### src/rtl/lrb_pkg.sv
package lrb_pkg;
  localparam int ADDR_W  = 8;
  localparam int BYTE_W  = 8;
  localparam int CHIDX_W = 4;

  typedef enum logic [1:0] {
    SEL_NONE = 2'd0,
    SEL_ID   = 2'd1,
    SEL_LO   = 2'd2,
    SEL_HI   = 2'd3
  } sel_kind_e;

  typedef struct packed {
    sel_kind_e          kind;
    logic [CHIDX_W-1:0] ch;
  } sel_t;

  // Address of the low byte of channel ch, pairs packed upward from base.
  function automatic logic [ADDR_W-1:0] lo_addr(input logic [ADDR_W-1:0] base,
                                                input int unsigned ch);
    return base + ADDR_W'(2 * ch);
  endfunction

  function automatic logic [ADDR_W-1:0] hi_addr(input logic [ADDR_W-1:0] base,
                                                input int unsigned ch);
    return lo_addr(base, ch) + ADDR_W'(1);
  endfunction

  function automatic logic [BYTE_W-1:0] id_byte(input logic [3:0] part,
                                                input logic [3:0] rev);
    return {part, rev};
  endfunction

  function automatic logic [2*BYTE_W-1:0] byte_pad(input logic [BYTE_W-1:0] b);
    return {{BYTE_W{1'b0}}, b};
  endfunction
endpackage

### src/rtl/lrb_decode.sv
module lrb_decode
  import lrb_pkg::*;
#(
  parameter int               NUM_CH    = 2,
  parameter logic [ADDR_W-1:0] ID_ADDR   = 8'h12,
  parameter logic [ADDR_W-1:0] BASE_ADDR = 8'h14
) (
  input  logic              req,
  input  logic [ADDR_W-1:0] addr,
  output sel_t              sel,
  output logic [NUM_CH-1:0] lo_hit
);
  always_comb begin
    sel.kind = SEL_NONE;
    sel.ch   = '0;
    if (addr == ID_ADDR) begin
      sel.kind = SEL_ID;
    end
    for (int c = 0; c < NUM_CH; c++) begin
      if (addr == lo_addr(BASE_ADDR, c)) begin
        sel.kind = SEL_LO;
        sel.ch   = CHIDX_W'(c);
      end
      if (addr == hi_addr(BASE_ADDR, c)) begin
        sel.kind = SEL_HI;
        sel.ch   = CHIDX_W'(c);
      end
    end
  end

  for (genvar g = 0; g < NUM_CH; g++) begin : g_hit
    assign lo_hit[g] = req && (sel.kind == SEL_LO) && (sel.ch == CHIDX_W'(g));
  end
endmodule

### src/rtl/lrb_channel.sv
module lrb_channel
  import lrb_pkg::*;
#(
  parameter int RES_W = 16
) (
  input  logic              clk,
  input  logic              rst_n,
  input  logic              upd,
  input  logic [RES_W-1:0]  res,
  input  logic              snap,
  output logic [RES_W-1:0]  live,
  output logic [BYTE_W-1:0] shadow
);
  always_ff @(posedge clk) begin
    if (!rst_n) begin
      live   <= '0;
      shadow <= '0;
    end else begin
      if (upd)  live   <= res;
      // Non-blocking: the capture sees the value held before any same-cycle update.
      if (snap) shadow <= live[RES_W-1:RES_W-BYTE_W];
    end
  end
endmodule

### src/rtl/lrb_readmux.sv
module lrb_readmux
  import lrb_pkg::*;
#(
  parameter int NUM_CH = 2,
  parameter int RES_W  = 16
) (
  input  sel_t                           sel,
  input  logic                           word,
  input  logic [BYTE_W-1:0]              id_val,
  input  logic [NUM_CH-1:0][RES_W-1:0]   live,
  input  logic [NUM_CH-1:0][BYTE_W-1:0]  shadow,
  output logic [RES_W-1:0]               data
);
  always_comb begin
    data = '0;
    case (sel.kind)
      SEL_ID: data = byte_pad(id_val);
      SEL_LO: begin
        for (int c = 0; c < NUM_CH; c++) begin
          if (sel.ch == CHIDX_W'(c)) begin
            data = word ? live[c] : byte_pad(live[c][BYTE_W-1:0]);
          end
        end
      end
      SEL_HI: begin
        for (int c = 0; c < NUM_CH; c++) begin
          if (sel.ch == CHIDX_W'(c)) data = byte_pad(shadow[c]);
        end
      end
      default: data = '0;
    endcase
  end
endmodule

### src/rtl/lrb_top.sv
module lrb_top
  import lrb_pkg::*;
#(
  parameter int               NUM_CH    = 2,
  parameter int               RES_W     = 16,
  parameter logic [ADDR_W-1:0] ID_ADDR   = 8'h12,
  parameter logic [ADDR_W-1:0] BASE_ADDR = 8'h14,
  parameter logic [3:0]        PART_NO   = 4'b1001,
  parameter logic [3:0]        REV_NO    = 4'h1
) (
  input  logic                    clk,
  input  logic                    rst_n,
  input  logic                    rd_req,
  input  logic [ADDR_W-1:0]       rd_addr,
  input  logic                    rd_word,
  input  logic                    wr_req,
  input  logic [ADDR_W-1:0]       wr_addr,
  input  logic [BYTE_W-1:0]       wr_data,
  input  logic [NUM_CH-1:0]       cv_upd,
  input  logic [NUM_CH*RES_W-1:0] cv_res,
  output logic                    rsp_valid,
  output logic [RES_W-1:0]        rsp_data
);
  localparam logic [BYTE_W-1:0] ID_VAL = id_byte(PART_NO, REV_NO);

  sel_t                          sel;
  logic [NUM_CH-1:0]             lo_hit;
  logic [NUM_CH-1:0][RES_W-1:0]  live;
  logic [NUM_CH-1:0][BYTE_W-1:0] shadow;
  logic [RES_W-1:0]              rd_val;

  lrb_decode #(
    .NUM_CH(NUM_CH), .ID_ADDR(ID_ADDR), .BASE_ADDR(BASE_ADDR)
  ) u_dec (
    .req(rd_req), .addr(rd_addr), .sel(sel), .lo_hit(lo_hit)
  );

  for (genvar g = 0; g < NUM_CH; g++) begin : g_ch
    lrb_channel #(.RES_W(RES_W)) u_ch (
      .clk   (clk),
      .rst_n (rst_n),
      .upd   (cv_upd[g]),
      .res   (cv_res[g*RES_W +: RES_W]),
      .snap  (lo_hit[g]),
      .live  (live[g]),
      .shadow(shadow[g])
    );
  end

  lrb_readmux #(.NUM_CH(NUM_CH), .RES_W(RES_W)) u_mux (
    .sel(sel), .word(rd_word), .id_val(ID_VAL),
    .live(live), .shadow(shadow), .data(rd_val)
  );

  always_ff @(posedge clk) begin
    if (!rst_n) begin
      rsp_valid <= 1'b0;
      rsp_data  <= '0;
    end else begin
      rsp_valid <= rd_req;
      rsp_data  <= rd_req ? rd_val : '0;
    end
  end
endmodule

### config.mk
export PLATFORM = sky130hd
export DESIGN_NAME = lrb_top
export DESIGN_NICKNAME = d
export VERILOG_FILES = /design/src/rtl/lrb_pkg.sv /design/src/rtl/lrb_decode.sv /design/src/rtl/lrb_channel.sv /design/src/rtl/lrb_readmux.sv /design/src/rtl/lrb_top.sv
export SDC_FILE = /design/constraint.sdc
export NUM_CORES = 1
export LEC_CHECK = 0
export BUFFER_PORTS_ARGS = -buffer_cell sky130_fd_sc_hd__buf_2
export CORE_ASPECT_RATIO = 0.8
export CORE_UTILIZATION = 36
export DETAILED_ROUTE_END_ITERATION = 8
export GPL_ROUTABILITY_DRIVEN = 0
export PLACE_DENSITY_LB_ADDON = 0.05
export SLEW_MARGIN = 5
export SYNTH_ARGS = -nofsm -noshare
export SYNTH_HDL_FRONTEND = slang
export SYNTH_HIERARCHICAL = 1
export SYNTH_SLANG_ARGS = --single-unit
### constraint.sdc
create_clock -name clk -period 2.4 [get_ports clk]
set_input_delay 0.24 -clock clk [delete_from_list [all_inputs] [get_ports clk]]
set_output_delay 0.24 -clock clk [all_outputs]
set_load 0.05 [all_outputs]
---- Word-level counts from Yosys, hierarchy flattened ----
Cells that the tools add are included.
word-level totals
  register bits ........................... 65
  input bits .............................. 63
operators by class
  equal/unequal tests ..................... 9
  muxes and demuxes ....................... 12
  reductions and logical operators ........ 5
operators with widths
  cell                  count
  $mux W16              4
  $pmux W16 S3          1
  $eq A8 B5 Y1 const B  5
  $mux W6               4
  $mux W8               2
  $eq A2 B2 Y1 const B  2
  $eq A4 B1 Y1 const B  1
  $logic_not A4 Y1      1
  $logic_and A1 B1 Y1   3
  $eq A2 B1 Y1 const B  1
  $reduce_and A2 Y1     1
  $mux W1               1

---- Longest topological paths before layout ----
  depth after elaboration ................. 10
  depth in mapped cells ................... 9

---- Hierarchy ----
The synthesis kept the hierarchy.
modules (own cells, without submodules)
  module       instances  cells each  area each (um^2)  sequential area each (um^2)
  lrb_channel  2          77          917.1             480.5
  lrb_readmux  1          75          510.5             0.0
  lrb_top      1          38          483.0             340.3
  lrb_decode   1          16          106.4             0.0

---- Worst setup path after synthesis ----
OpenSTA, ideal clock, no wires.
  path type ............................... input to register
  start ................................... input port rd_addr[3]
  end ..................................... register rsp_data[13]
  arrival time ............................ 2.348 ns
  required time ........................... 2.341 ns
  setup slack ............................. -0.007 ns
  stages .................................. 9
  cells stage by stage .................... or4b_4 -> nor2_1 -> buf_4 -> or4b_1 -> buf_2 -> or3b_1 -> buf_2 -> nor2_1 -> and3_2
RTL lines
  element                 RTL line       text
  start: declaration      lrb_top.sv:14  input logic [ADDR_W-1:0] rd_addr,
  end signal: assignment  lrb_top.sv:61  rsp_data <= rd_req ? rd_val : '0;
  end: declaration        lrb_top.sv:22  output logic [RES_W-1:0] rsp_data

==> results.ini <==
[drt]
drc_errors=0
dr.pass1.iters=4
via_count=2065
vias_per_cell=4.470
drt_iter0_drc=41
route.detailed.wl_per_inst_um=13.69
antenna_left=0
routed_wl_um=6327

[power]
p_comb_share_pct=8.1
power.leakage_nw=1.528
clkPwrFrac_pct=39.3
swShare_pct=24.35
switching_power_mw=0.5248
vdd_drop_max_uv=271.9
powerDensity_nw_per_um2=612.4
finalPower_mw=2.155
seqPwrFrac_pct=52.6
internal_power_mw=1.631

[clocking]
ctsHtreeMaxLevel=3
cts_hold_buffers=0
cts_sinks=65
clock_path_buffers=2
cts_resized=0
clk_latency_ns=0.34
cts_root_buf=clkbuf_8
cts_tree=yes
cts_buffers=9
cts_setup_buffers=0
clk_pin_slew_ns=0.07

[placed_design]
placed_cell_area_um2=3337
hpwlAfterDp_um=4390
io_buffers=62

[finish]
antennaDiodeCount=0
stdcell_area_um2=3520
areaGrowthSynthToFinish_pct=19.96
nNetsFinal=412
drive_gt1_share_pct=28.25
fill_cells=817

[floorplanning]
die_y_um=82.75
dieArea_um2=8517
core-area_um2=7910
die-width_um=102.9
rows=29
initial_core_util_pct=37.09
io-pin-count=80

[setup_path]
path_cells=buf_2, or4b_4, nor2_1, or4b_1, or3b_1, nor2_1, and3_2
rr_endpoint=rsp_data[0]
cp.arrival_ns=2.36
timing.rr.start=g_ch[1].u_ch/live[0]
worstRegToRegCells=4
slowest_delay_ns=0.55
critPathLaunchType=primary input
cp_slowest_cell=or3b_1
worstSetupPathType=in2reg
r2r_setup_slack_ns=1.31
required_ns=2.69
crit_path_max_fanout=8
end_kind=flip-flop
crit_top_cell=nor2_1

[synth]
synth_cell_types=25
yosys_warnings=6
avgSynthCellArea_um2=10.37
ys_ff_latch=65
syn_area_um2=2934
post_synth_inst_count=283
seq_area_frac_synth_pct=44.35

[sta]
post-route-period-util_pct=86.29
final.min_clock_period_ns=2.071
slew-limit-headroom_pct=61.36
setup_viol=0
max_freq_mhz=482.9
worst_pin_slew_ns=0.5796
finClkSkew_ns=0.009201
finalHoldViolCount=0
rsz0062_at_grt=false
drv_slew=0

[global_routing]
antenna_found_initial=0
grt_util_all_layers_pct=16.24
grt_pass1_wl_um=9873
grt_pass1_vias=1897
overflow=0
grt_max_degree=43

[outcome]
status=completed

[min_path]
hp-class=in2reg
min-delay-start=cv_res[4]
min_to=g_ch[0].u_ch/live[4]
hold_depth=3

[run]
maxCapViolCount=0

-- power by group through the flow --
stage	logic, mW	clock network [mW]	registers [mW]
2_1_floorplan	0.120	0	1.15
3_3_place_gp	0.175	0	1.16
3_5_place_dp	0.178	0	1.16
4_1_cts	0.178	0.879	1.13
5_1_grt	0.195	0.942	1.14
6_report	0.175	0.846	1.13
-- layout make-up --
cell class | count | area (um2) | area share [%]
Clock buffer | 12 | 155.1 | 4.408
Clock inverter | 4 | 27.53 | 0.7821
Inverter | 9 | 33.78 | 0.9598
Multi-Input combinational cell | 193 | 1476 | 41.95
Sequential cell | 65 | 1301 | 36.97
Tap cell | 108 | 135.1 | 3.839
Timing Repair Buffer | 71 | 390.4 | 11.09
-- stage by stage --
stage                     setup WS [ns]   TNS, ns  instances  utilization [%]  hold WS (ns)
final                            0.3290         0        462            44.50        0.1496
after global routing             0.2222         0        462            44.50        0.1417
after CTS                        0.3292         0        462            44.50        0.1341
after detailed placement       -0.02443  -0.06014        446            42.19        0.5001
after global placement         -0.01305  -0.03160        446            42.19        0.4956
after floorplan               -0.006880  -0.02064        291                -        0.3682
-- worst max-delay path, delay by kind of cell --
family | cells | cell delay [ns]
simple gates | 6 | 2.01
buf+inv | 1 | 0.10
-- layer usage --
metal	share of wire, %	global-route usage (%)	vias up
met3	4.9	5.892	9
met2	42	23.00	44
li1	-	-	1078
met1	52	22.69	934
met5	0	0	-
met4	1.2	5.070	0
-- cells by family after synthesis --
family	share of synthesized area, %
AOI/OAI and AO/OA	4.094
muxes	24.56
DFF	44.35
buffers and inverters	7.121
other	0.3838
and+or+nand+nor	19.49
-- cells in the mapped netlist --
master     number  share of area, %
or4b_4          1              0.47
conb_1          3              0.38
nor3_1          9               1.5
or3b_1          2              0.60
and3_1          9               1.9
clkbuf_1        9               1.2
nor4_1          2              0.43
and3_2          7               1.8
inv_1           9               1.2
mux2i_1        72                25
nor2b_1        48                10
o22ai_1         8               1.7
or4b_1          1              0.34
or2_2           1              0.21
nand2_1         1              0.13
a2111oi_1       1              0.34
a21o_1          8               2.0
buf_4           7               1.8
nor2_1          9               1.2
buf_6           3               1.2
buf_2           3              0.51
nand2b_1        2              0.43
and2_2          1              0.26
dfxtp_1        65                44
buf_12          2               1.4
-- how the worst max path moves through the flow --
stage	start	end	slack, ns	cells after the start
final	rd_addr[3]	rsp_data[15]	0.33	7
after global placement	rd_addr[3]	rsp_data[15]	-0.01	7
after detailed placement	rd_addr[3]	rsp_data[15]	-0.02	7
after floorplan	rd_addr[3]	rsp_data[13]	-0.007	9
after global routing	rd_addr[3]	rsp_data[12]	0.22	7
after CTS	rd_addr[3]	rsp_data[15]	0.33	7
-- flip-flops by register name, indices dropped and copies added, names as in the netlist --
register / count
g_ch.u_ch/live: 32
g_ch.u_ch/shadow: 16
rsp_data: 16
rsp_valid: 1
-- layout by cell type (no fill, tap or decap), drive strengths merged --
cell and count:
a2111oi 1, a21o 8, and2 1, and3 16, buf 71, clkbuf 12, clkinv 1, clkinvlp 3
conb 11, dfxtp 65, inv 9, mux2i 72, nand2 1, nand2b 2, nor2 9, nor2b 48
nor3 9, nor4 2, o22ai 8, or2 1, or3b 2, or4b 2
(Power assumes the default switching activity.)
